**src/rtl/epp_pkg.sv**
```systemverilog
// Shared types for the EPP host handshake engine.
// Assumes: one port cycle at a time; state names are used by all submodules.
package epp_pkg;
    typedef enum logic [1:0] {
        ST_IDLE = 2'd0,   // no cycle in progress
        ST_WLO  = 2'd1,   // waiting for WAIT low, strobe high
        ST_STB  = 2'd2,   // strobe low, waiting for WAIT high
        ST_DONE = 2'd3    // cycle over, waiting for the host to release
    } epp_state_t;
endpackage

```
**src/rtl/epp_tmo.sv**
```systemverilog
// Handshake timeout counter.
// Counts clock edges while a handshake is running and flags expiry when the
// count equals the programmed limit. Assumes the limit is stable during a cycle.
module epp_tmo #(
    parameter int TMO_W = 8
) (
    input  logic             clk,
    input  logic             rst_n,
    input  logic             run,
    input  logic [TMO_W-1:0] limit,
    output logic             expired
);
    logic [TMO_W-1:0] cnt;

    assign expired = run && (cnt == limit);

    // Count handshake edges, hold at the limit, clear between cycles.
    always_ff @(posedge clk) begin
        if (!rst_n || !run) begin
            cnt <= '0;
        end else if (!expired) begin
            cnt <= cnt + 1'b1;
        end
    end
endmodule

```
**src/rtl/epp_fsm.sv**
```systemverilog
// Port cycle sequencer: host access detection, strobe handshake with WAIT,
// read data capture, host ready and timeout abort.
// Assumes wait_n is synchronous to clk and the host holds its strobe until
// host_rdy is seen high.
module epp_fsm
    import epp_pkg::*;
#(
    parameter int DW = 8
) (
    input  logic          clk,
    input  logic          rst_n,
    input  logic          host_rd_n,
    input  logic          host_wr_n,
    input  logic          host_sel,
    input  logic          wait_n,
    input  logic [DW-1:0] pd_in,
    input  logic          expired,
    output logic          astrb_n,
    output logic          dstrb_n,
    output logic [DW-1:0] host_rdata,
    output logic          host_rdy,
    output logic          tmo_flag,
    output logic          hs_run,
    output logic          start_rd,
    output logic          start_wr,
    output logic          quiet
);
    epp_state_t    state;
    logic          req;
    logic          start;
    logic          sel_q;
    logic          is_rd_q;
    logic          stb_q;

    assign req      = !host_rd_n || !host_wr_n;
    assign start    = (state == ST_IDLE) && req;
    assign start_rd = start && !host_rd_n;
    assign start_wr = start && host_rd_n && !host_wr_n;
    assign quiet    = (state == ST_IDLE) && !req;
    assign hs_run   = (state == ST_WLO) || (state == ST_STB);
    assign host_rdy = !(req && (state != ST_DONE));

    // Route the single active strobe to the register that was selected.
    assign astrb_n = stb_q || sel_q;
    assign dstrb_n = stb_q || !sel_q;

    // Sequence one port cycle per host access.
    always_ff @(posedge clk) begin
        if (!rst_n) begin
            state      <= ST_IDLE;
            sel_q      <= 1'b0;
            is_rd_q    <= 1'b0;
            stb_q      <= 1'b1;
            tmo_flag   <= 1'b0;
            host_rdata <= '0;
        end else begin
            case (state)
                ST_IDLE: begin
                    if (req) begin
                        tmo_flag <= 1'b0;
                        sel_q    <= host_sel;
                        is_rd_q  <= !host_rd_n;
                        if (!wait_n) begin
                            state <= ST_STB;
                            stb_q <= 1'b0;
                        end else begin
                            state <= ST_WLO;
                        end
                    end
                end
                ST_WLO: begin
                    if (!wait_n) begin
                        state <= ST_STB;
                        stb_q <= 1'b0;
                    end else if (expired) begin
                        state    <= ST_DONE;
                        tmo_flag <= 1'b1;
                    end
                end
                ST_STB: begin
                    if (wait_n) begin
                        stb_q <= 1'b1;
                        state <= ST_DONE;
                        if (is_rd_q) begin
                            host_rdata <= pd_in;
                        end
                    end else if (expired) begin
                        stb_q    <= 1'b1;
                        state    <= ST_DONE;
                        tmo_flag <= 1'b1;
                    end
                end
                default: begin
                    if (!req) begin
                        state <= ST_IDLE;
                    end
                end
            endcase
        end
    end
endmodule

```
**src/rtl/epp_dir.sv**
```systemverilog
// Port direction and output data control.
// WRITE low means forward direction and enables the output driver. A write
// start drives it low, a read start or an idle turnaround drives it high.
// Assumes the turnaround request is a level from the control register.
module epp_dir #(
    parameter int DW = 8
) (
    input  logic          clk,
    input  logic          rst_n,
    input  logic          start_rd,
    input  logic          start_wr,
    input  logic          quiet,
    input  logic          ctl_dir,
    input  logic          wait_n,
    input  logic [DW-1:0] host_wdata,
    output logic          write_n,
    output logic [DW-1:0] pd_out,
    output logic          pd_oe
);
    logic turn;

    assign turn  = quiet && ctl_dir && !wait_n;
    assign pd_oe = !write_n;

    // Track the bus direction through cycle starts and idle turnaround.
    always_ff @(posedge clk) begin
        if (!rst_n) begin
            write_n <= 1'b1;
        end else if (start_wr) begin
            write_n <= 1'b0;
        end else if (start_rd || turn) begin
            write_n <= 1'b1;
        end
    end

    // Capture the host byte at the start of a write cycle.
    always_ff @(posedge clk) begin
        if (!rst_n) begin
            pd_out <= '0;
        end else if (start_wr) begin
            pd_out <= host_wdata;
        end
    end
endmodule

```
**src/rtl/epp_host_engine.sv**
```systemverilog
// EPP host handshake engine top: joins the cycle sequencer, the timeout
// counter and the direction control. Assumes the pad logic merges pd_out,
// pd_oe and pd_in into the bidirectional port bus.
module epp_host_engine #(
    parameter int DW    = 8,
    parameter int TMO_W = 8
) (
    input  logic             clk,
    input  logic             rst_n,
    input  logic             host_rd_n,
    input  logic             host_wr_n,
    input  logic             host_sel,
    input  logic [DW-1:0]    host_wdata,
    output logic [DW-1:0]    host_rdata,
    output logic             host_rdy,
    input  logic             ctl_dir,
    input  logic [TMO_W-1:0] tmo_limit,
    output logic             tmo_flag,
    input  logic             wait_n,
    output logic             astrb_n,
    output logic             dstrb_n,
    output logic             write_n,
    input  logic [DW-1:0]    pd_in,
    output logic [DW-1:0]    pd_out,
    output logic             pd_oe
);
    logic hs_run;
    logic expired;
    logic start_rd;
    logic start_wr;
    logic quiet;

    epp_fsm #(.DW(DW)) u_fsm (
        .clk        (clk),
        .rst_n      (rst_n),
        .host_rd_n  (host_rd_n),
        .host_wr_n  (host_wr_n),
        .host_sel   (host_sel),
        .wait_n     (wait_n),
        .pd_in      (pd_in),
        .expired    (expired),
        .astrb_n    (astrb_n),
        .dstrb_n    (dstrb_n),
        .host_rdata (host_rdata),
        .host_rdy   (host_rdy),
        .tmo_flag   (tmo_flag),
        .hs_run     (hs_run),
        .start_rd   (start_rd),
        .start_wr   (start_wr),
        .quiet      (quiet)
    );

    epp_tmo #(.TMO_W(TMO_W)) u_tmo (
        .clk     (clk),
        .rst_n   (rst_n),
        .run     (hs_run),
        .limit   (tmo_limit),
        .expired (expired)
    );

    epp_dir #(.DW(DW)) u_dir (
        .clk        (clk),
        .rst_n      (rst_n),
        .start_rd   (start_rd),
        .start_wr   (start_wr),
        .quiet      (quiet),
        .ctl_dir    (ctl_dir),
        .wait_n     (wait_n),
        .host_wdata (host_wdata),
        .write_n    (write_n),
        .pd_out     (pd_out),
        .pd_oe      (pd_oe)
    );
endmodule

```
**config.mk**
```make
export PLATFORM = sky130hd
export DESIGN_NAME = epp_host_engine
export DESIGN_NICKNAME = d
export VERILOG_FILES = /design/src/rtl/epp_pkg.sv /design/src/rtl/epp_tmo.sv /design/src/rtl/epp_fsm.sv /design/src/rtl/epp_dir.sv /design/src/rtl/epp_host_engine.sv
export SDC_FILE = /design/constraint.sdc
export NUM_CORES = 1
export LEC_CHECK = 0
export BUFFER_PORTS_ARGS = -buffer_cell sky130_fd_sc_hd__buf_2
export CORE_MARGIN = 4
export CORE_UTILIZATION = 40
export DETAILED_ROUTE_END_ITERATION = 10
export PLACE_DENSITY = 0.69
export SYNTH_ARGS = -nofsm -noshare
export SYNTH_HDL_FRONTEND = slang
export SYNTH_SLANG_ARGS = --single-unit
```
**constraint.sdc**
```tcl
create_clock -name clk -period 1.6 [get_ports clk]
set_input_delay 0.24 -clock clk [delete_from_list [all_inputs] [get_ports clk]]
set_output_delay 0.24 -clock clk [all_outputs]
set_load 0.03 [all_outputs]
```
=== Word level (Yosys, flattened, before mapping) ===
Cells that the tools add are included.

* $add $sub $neg: 1
* Equality and inequality tests: 9
* Multiplexer cells: 19
* Reductions and logical operators: 32

{| class="wikitable"
|+ Operators by type and width
! cell !! number
|-
| $mux W2 || 6
|-
| $mux W1 || 10
|-
| $logic_and A1 B1 Y1 || 9
|-
| $logic_not A1 Y1 || 9
|-
| $add A8 B1 Y8 const B || 1
|-
| $eq A8 B8 Y1 || 1
|-
| $logic_or A1 B1 Y1 || 6
|-
| $ne A2 B2 Y1 const B || 3
|-
| $pmux W1 S3 || 2
|-
| $pmux W2 S3 || 1
|-
| $reduce_and A3 Y1 || 2
|-
| $ne A4 B4 Y1 const B || 1
|-
| $reduce_and A2 Y1 || 2
|-
| $reduce_and A4 Y1 || 1
|-
| $ne A3 B3 Y1 const B || 1
|-
| $reduce_bool A3 Y1 || 1
|-
| $eq A2 B1 Y1 const B || 1
|-
| $eq A2 B2 Y1 const B || 1
|-
| $logic_not A2 Y1 || 1
|-
| $ne A2 B1 Y1 const B || 1
|-
| $reduce_bool A2 Y1 || 1
|}

* Register bits: 31

=== Logic depth before layout (Yosys ltp) ===
Gate-level depths: netlist of run 1.

* Depth in word-level cells: 9
* Mapped depth: 8
* Depth with buffers taken out: 7

=== Hierarchy ===
A second synthesis of run 1 with hierarchy kept.

* Cells, all modules: 187
* Area, all modules: 1702.9 um^2

{| class="wikitable"
|+ Modules (own cells, without submodules)
! module !! instances !! cells an instance !! area each (um^2)
|-
| epp_fsm || 1 || 85 || 778.2
|-
| epp_tmo || 1 || 72 || 576.8
|-
| epp_dir || 1 || 30 || 347.8
|}

=== Worst setup path after synthesis of run 1 ===
No wires, ideal clock.

* Kind: register -> register
* Start: register u_fsm.state[0]
* End: register u_fsm.state[0]
* Library setup time: 125 ps
* Arrival: 1516 ps
* Setup slack: -41 ps
* Stages on the path, launching flop included: 9
* Path buffers: 1
* Clock period less this slack: 1641 ps
* Path through: dfxtp_1 -> inv_1 -> ha_1 -> clkbuf_1 -> nor2_1 -> mux2i_1 -> o21ai_0 -> o211ai_1 -> a31oi_1

* Word-level cells in the longest chain between the ends: 6
* Elaborated cells between the ends (all ways): 12
* Those cells by class: eq/ne (4); mux (4); reduce/logical (4)

{| class="wikitable"
|+ RTL lines
! what !! line !! source
|-
| start: declaration || epp_fsm.sv:28 || <nowiki>epp_state_t state;</nowiki>
|-
| start signal: assignment || epp_fsm.sv:50 || <nowiki>state <= ST_IDLE;</nowiki>
|-
| start signal: assignment || epp_fsm.sv:64 || <nowiki>state <= ST_STB;</nowiki>
|-
| start signal: assignment || epp_fsm.sv:67 || <nowiki>state <= ST_WLO;</nowiki>
|-
| $eq A2 B1 Y1 or $eq A2 B2 Y1 (tied branches) || epp_fsm.sv:40, epp_fsm.sv:57 ||
|-
| $logic_or A1 B1 Y1 || epp_fsm.sv:40 || <nowiki>assign hs_run = (state == ST_WLO) || (state == ST_STB);</nowiki>
|-
| $logic_and A1 B1 Y1 || epp_tmo.sv:15 || <nowiki>assign expired = run && (cnt == limit);</nowiki>
|-
| $mux W2 || - ||
|-
| $mux W2 (on tied branches) || - ||
|-
| $pmux W2 S3 || epp_fsm.sv:57 || <nowiki>case (state)</nowiki>
|}

Several ways; a longest one is shown, not always the timed one.
A chain may end at the register's enable or synchronous reset.

=== Worst setup path after layout of run 1 ===
* Start: register u_tmo.cnt[4]
* End: register u_tmo.cnt[1]

* Word-level cells in the longest chain between the ends: 2

{| class="wikitable"
|+ RTL lines
! what !! line !! source
|-
| start: declaration || epp_tmo.sv:13 || <nowiki>logic [TMO_W-1:0] cnt;</nowiki>
|-
| start signal: assignment || epp_tmo.sv:22 || <nowiki>cnt <= cnt + 1'b1;</nowiki>
|-
| $eq A8 B8 Y1 || epp_tmo.sv:15 ||
|-
| $logic_and A1 B1 Y1 || epp_tmo.sv:15 ||
|}

Every way passes these cells.

==> reports/results.ini, run 1 <==
[grt]
antenna_found_initial=0
grt-ovfl-total=0
grt_pass1_vias=1276
grt_max_degree=23
grt_use_total=0.136
grt_first_pass_wirelength_um=5510

[die]
start_util=0.419
rows=22
core_area_um2=3690
die_w_um=70.1
dieHeight_um=70.1
dieArea_um2=4920
boundaryPins=53

[worst_setup_path]
rr_startpoint=u_tmo.cnt[4]
worstSetupPathType=register to register
cp-start-kind=register
worst_ep_required_time_ns=1.76
reg2reg_depth=5
rrSetupSlack_ns=0.09
crit_chain=xor2_4 -> nor4_4 -> and2_4 -> mux2i_1 -> nor2_1
endpoint_kind=register
path_delay_family=simple AND/OR/NAND/NOR gates
critPathLaunch=u_tmo.cnt[4]
critPathMaxFanout=4
cpMaxStageDelayCell=nor4_4
cpPeakStageDelay_ns=0.39
rr_endpoint=u_tmo.cnt[1]
crit_buf_inv=0
critPathArrivalTime_ns=1.68

[cts]
cts_made_buffers=5
clk_latency_ns=0.28
cts_root_buffer=clkbuf_8
clock-sinks=31
cts_tree=yes
clk_pin_slew_ns=0.06
clockBufferDepth=2
htreeDepth=2

[routing]
highest_layer=met4
vias_per_cell=4.77
drt_iter0_markers=56
drt-met1-wl_um=1600
routed-wl-met2_um=1600
wl_met3_um=181
wl_um=3390
vias=1388
route.detailed.drc=0
antenna_left=0
wl_per_cell_um=11.7
first_pass_iters=4

[power_and_ir_drop]
internal_power_mw=1.92
p_comb_frac=0.441
power_density_nw_per_um2=1380
clkPwrFrac=0.245
ir_drop_mv=0.495
p_seq_frac=0.314
swShare=0.352
switchingPower_mw=1.04
power_leakage_nw=1.08

[sta]
setup_viol=0
max_freq_ghz=0.662
setup_tns_ns=0
tightestPinTransition_ns=0.350
slew_headroom=0.765
period_needed_ns=1.51
post-route-period-util=0.945
clock_skew_ns=0.00598
hold_viol=0
drv_slew=0
rsz0062_at_grt=true

[placed_design]
io_buffers=52
dp.cells=283
dp_hpwl_um=2490
placed_cell_area_um2=1980
routabilityCongestion=0.789

[synth]
ys_seq_area_frac=0.402
ys_ff_latch=31
yosys_warnings=0
syn_avg_cell_area_um2=8.98
syn_inst=172
syn-cell-area_um2=1540
ys_types=31
synth_nets=208

[finish]
n_fill_cell=356
syn_to_final_growth_pct=38.8
regArea_um2=626
post_layout_nonfiller_instances=291
drive_gt1_frac=0.358
final_cell_area_um2=2140
final_nets=279
multiInputGateArea_um2=928
antennaDiodeCount=0

[hold_path]
whs_endpoint=u_fsm.stb_q
hp-start=rst_n
hold_depth=2
min_path_type=input pin to register

[flow_run]
timing.max_cap.violations=0

[status]
outcome=finished clean

-- registers in the layout, indices dropped and copies added, names as in the netlist --
name              cells
u_fsm.state           2
u_dir.write_n         1
u_fsm.sel_q           1
u_fsm.is_rd_q         1
u_dir.pd_out          8
u_fsm.host_rdata      8
u_fsm.stb_q           1
u_fsm.tmo_flag        1
u_tmo.cnt             8
-- layout by cell type (no fill, tap or decap), types with 2 or more instances in the layout --
master	Yosys	layout
a21oi_1	5	5
a31o_1	3	3
a31oi_1	7	7
and2_1	2	2
buf_2	2	52
buf_4	0	17
clkbuf_8	0	5
dfxtp_1	31	29
ha_1	5	4
inv_1	4	4
mux2i_1	19	19
nand2_1	14	14
nand2b_1	3	3
nand3_1	5	5
nor2_1	18	18
nor2b_1	16	16
o211ai_1	2	2
o21ai_0	6	6
o21ai_1	3	3
xnor2_1	2	2
xor2_1	9	8
-- cells in the mapped netlist, drive strengths merged --
cell type  instances  area share
nor2b             16       0.065
a31o               3       0.017
nand2             14       0.034
nor2              18       0.044
nor4               2       0.016
clkbuf             4      0.0097
mux2i             19        0.12
ha                 5       0.041
xor2               9       0.051
o21ai              9       0.029
buf                2      0.0065
o211ai             2      0.0097
dfxtp             31        0.40
o21a               1      0.0049
nor3b              1      0.0081
nor3               1      0.0032
a21oi              5       0.016
xnor2              2       0.011
nand3              6       0.023
a41o               1      0.0065
nand2b             3       0.012
a31oi              7       0.028
inv                5       0.012
nand3b             1      0.0049
a21boi             1      0.0049
or2                1      0.0041
and2               3       0.013
-- metrics by stage --
| step | power (mW) | hold slack [ns] | utilization | setup WS, ns |
|---|---|---|---|---|
| 6_report | 2.96 | 0.190 | 0.581 | 0.0885 |
| 5_1_grt | 3.16 | 0.196 | 0.581 | 0.00593 |
| 3_3_place_gp | 2.15 | 0.460 | 0.537 | 0.0737 |
| 2_1_floorplan | 1.71 | 0.386 | - | 0.0348 |
| 4_1_cts | 2.90 | 0.179 | 0.564 | 0.0271 |
| 3_5_place_dp | 2.17 | 0.458 | 0.537 | 0.0399 |
-- layer usage --
layer / track usage / vias to the layer above
met1: 0.178 / 626
li1: - / 727
met4: 0.0383 / 0
met5: 0 / -
met3: 0.0446 / 2
met2: 0.214 / 33
-- final cells by class --
type,count,share of cell area
well taps,48,0.0280
flip-flops and latches,31,0.292
inverters,5,0.00876
clock inverters,1,0.0140
clock buffers,6,0.0339
multi-input cells,130,0.433
repair buffers,70,0.190
-- power by group through the flow --
stage | combinational (mW) | sequential, mW | clock (mW)
6_report | 1.31 | 0.929 | 0.727
5_1_grt | 1.44 | 0.946 | 0.774
4_1_cts | 1.23 | 0.931 | 0.747
3_5_place_dp | 1.22 | 0.946 | 0
3_3_place_gp | 1.21 | 0.945 | 0
2_1_floorplan | 0.683 | 1.03 | 0
-- repair_timing --
action / CTS / global route
resized for setup: 0 / 10
setup buffers: 0 / 1
hold buffers: 0 / 0
endpoints found under the setup margin: 0 / 10
-- worst max path at each step --
stage                           to  slack, ns  depth (start not counted)
2_1_floorplan       u_fsm.state[0]       0.03                          8
3_3_place_gp           u_fsm.stb_q       0.07                          6
3_5_place_dp           u_fsm.stb_q       0.04                          6
4_1_cts                u_fsm.stb_q       0.03                          5
5_1_grt        u_fsm.host_rdata[3]      0.006                          7
6_report              u_tmo.cnt[1]       0.09                          5
-- logic make-up (layout without fill, tap and decap cells) --
kind of cell | Yosys count | after routing | share of synthesized area
adders and majority gates | 5 | 5 | 0.0405
buffers and inverters | 11 | 82 | 0.0284
muxes | 19 | 19 | 0.123
xor gates and xnor gates | 11 | 11 | 0.0624
DFF | 31 | 31 | 0.402
and+or+nand+nor | 66 | 66 | 0.227
AOI/OAI and AO/OA | 29 | 29 | 0.117
-- worst register-to-register path: cells and delay by family (launching register included) --
| family | cells | cell delay [ns] |
|---|---|---|
| xor gates and xnor gates | 1 | 0.15 |
| DFF | 1 | 0.37 |
| muxes | 1 | 0.18 |
| and+or+nand+nor | 3 | 0.69 |
No activity file was read; power rests on OpenSTA's default activity.
==> inputs of run 2 (changes only) <==
- ABC_CLOCK_PERIOD_IN_PS: default -> 1600
- CELL_PAD_IN_SITES_DETAIL_PLACEMENT: default -> 2
- CELL_PAD_IN_SITES_GLOBAL_PLACEMENT: default -> 2
- CORE_UTILIZATION: 40 -> 25
- PLACE_DENSITY: 0.69 -> default
- PLACE_DENSITY_LB_ADDON: default -> 0.1
==> reports/results.ini, run 2 (same netlist as run 1, synthesis figures left out) <==
[routing]
drt_iter0_markers=45
first_pass_iters=4
vias=1483
vias_per_cell=4.63
route.detailed.drc=0
wl_per_cell_um=14.8
wl_um=4720
antenna_left=0

[finish]
post_layout_nonfiller_instances=320
final_nets=280
top_regs=u_dir.pd_out: 8 flops, u_fsm.host_rdata: 8 flops, u_tmo.cnt: 8 flops
final_util=0.371
final_cell_mix=52 x buf_2, 29 x dfxtp_1, 18 x nor2_1, 18 x mux2i_1, 17 x buf_4
drive_gt1_frac=0.392
final_common_cell=buf_2
antennaDiodeCount=0
syn_to_final_growth_pct=43.1

[cts]
cts_made_buffers=5
clockBufferDepth=2
clk_latency_ns=0.28
clk_pin_slew_ns=0.07
cts_tree=yes
htreeDepth=2
cts_root_buffer=clkbuf_8
cts.hold.buffers_added=0
clock-sinks=31

[die]
rows=28
core_area_um2=5960
dieArea_um2=7500
start_util=0.259
die_w_um=86.6
dieHeight_um=86.6
boundaryPins=53

[power_and_ir_drop]
power_leakage_nw=1.10
ir_drop_mv=0.618
power_density_nw_per_um2=1380

[placed_design]
io_buffers=52
routabilityCongestion=0.795
dp_hpwl_um=3700
dp.cells=310
pre_cts_slack_ns=-0.0624

[sta]
max_freq_ghz=0.653
post-route-period-util=0.956
holdWs_ns=0.212
slew_headroom=0.804
period_needed_ns=1.53
timing.final.ws_setup_ns=0.0697
tightestPinTransition_ns=0.288
hold_viol=0
clock_skew_ns=0.00442
setup_viol=0
drv_slew=0

[worst_setup_path]
critPathArrivalTime_ns=1.29
endpoint_kind=output port
cp-start-kind=register
crit_chain=buf_4 -> ha_1 -> nand2b_1 -> buf_2
worst_ep_required_time_ns=1.36
worstSetupPathType=register to output port
critPathMaxFanout=4
cpMaxStageDelayCell=dfxtp_1
cpPeakStageDelay_ns=0.32

[flow_run]
timing.max_cap.violations=0

[hold_path]
min_path_type=input pin to register

[grt]
grt_pass1_vias=1635
grt_max_degree=24
grt-ovfl-total=0
antenna_found_initial=0
grt_use_total=0.133
grt_first_pass_wirelength_um=7890

[status]
outcome=finished clean

## run 2: report_power, final
| group | switching (mW) | internal [mW] |
|---|---|---|
| registers | 0.0632 | 0.870 |
| clock network | 0.311 | 0.504 |
| logic | 0.745 | 0.567 |
| total | 1.12 | 1.94 |
## run 2: what timing repair did
action / CTS / global route
setup buffers: 0 / 2
pin swaps: 0 / 2
gates resized for setup: 1 / 14
endpoints found under the setup margin: 2 / 17
## run 2: cell type report
class                           instances  area [µm²]
Fill cell                             709        3750
Clock buffer                            6        82.6
Multi-Input combinational cell        130         937
Sequential cell                        31         623
Clock inverter                          2        35.0
Inverter                                5        18.8
Tap cell                               75        93.8
Timing Repair Buffer                   71         419
## run 2: worst max-delay path: cells and delay by family (launching register included)
kind | cells | cell delay (ns)
flip-flops | 1 | 0.32
buffers and inverters | 2 | 0.32
adder cells (fa/ha/maj) | 1 | 0.23
AND/OR/NAND/NOR | 1 | 0.15
## run 2: per-layer routing
| metal | vias to the layer above | global-route usage | share of wire |
|---|---|---|---|
| met5 | - | 0 | 0 |
| met4 | 0 | 0.0382 | 0.0089 |
| met3 | 5 | 0.0333 | 0.049 |
| met2 | 34 | 0.234 | 0.52 |
| met1 | 714 | 0.159 | 0.42 |
| li1 | 730 | - | - |
## run 2: per-stage QoR
step                TNS (ns)  power, mW  cell area [µm²]
finish                     0       3.06             2210
detailed placement   -0.0836       2.15             2010
floorplan                  0       1.71             1550
CTS                        0       3.01             2130
global route        -0.00771       3.30             2210
global placement    -0.00935       2.09             2010
## run 2: path summary, 6_finish.rpt
path	startpoint	to	slack [ns]	cells past startpoint
max	u_fsm.state[0]	host_rdy	0.07	4
min reg2reg	u_fsm.sel_q	u_fsm.sel_q	0.48	2
min	pd_in[3]	u_fsm.host_rdata[3]	0.21	3
max reg2reg	u_fsm.state[0]	u_tmo.cnt[6]	0.11	7
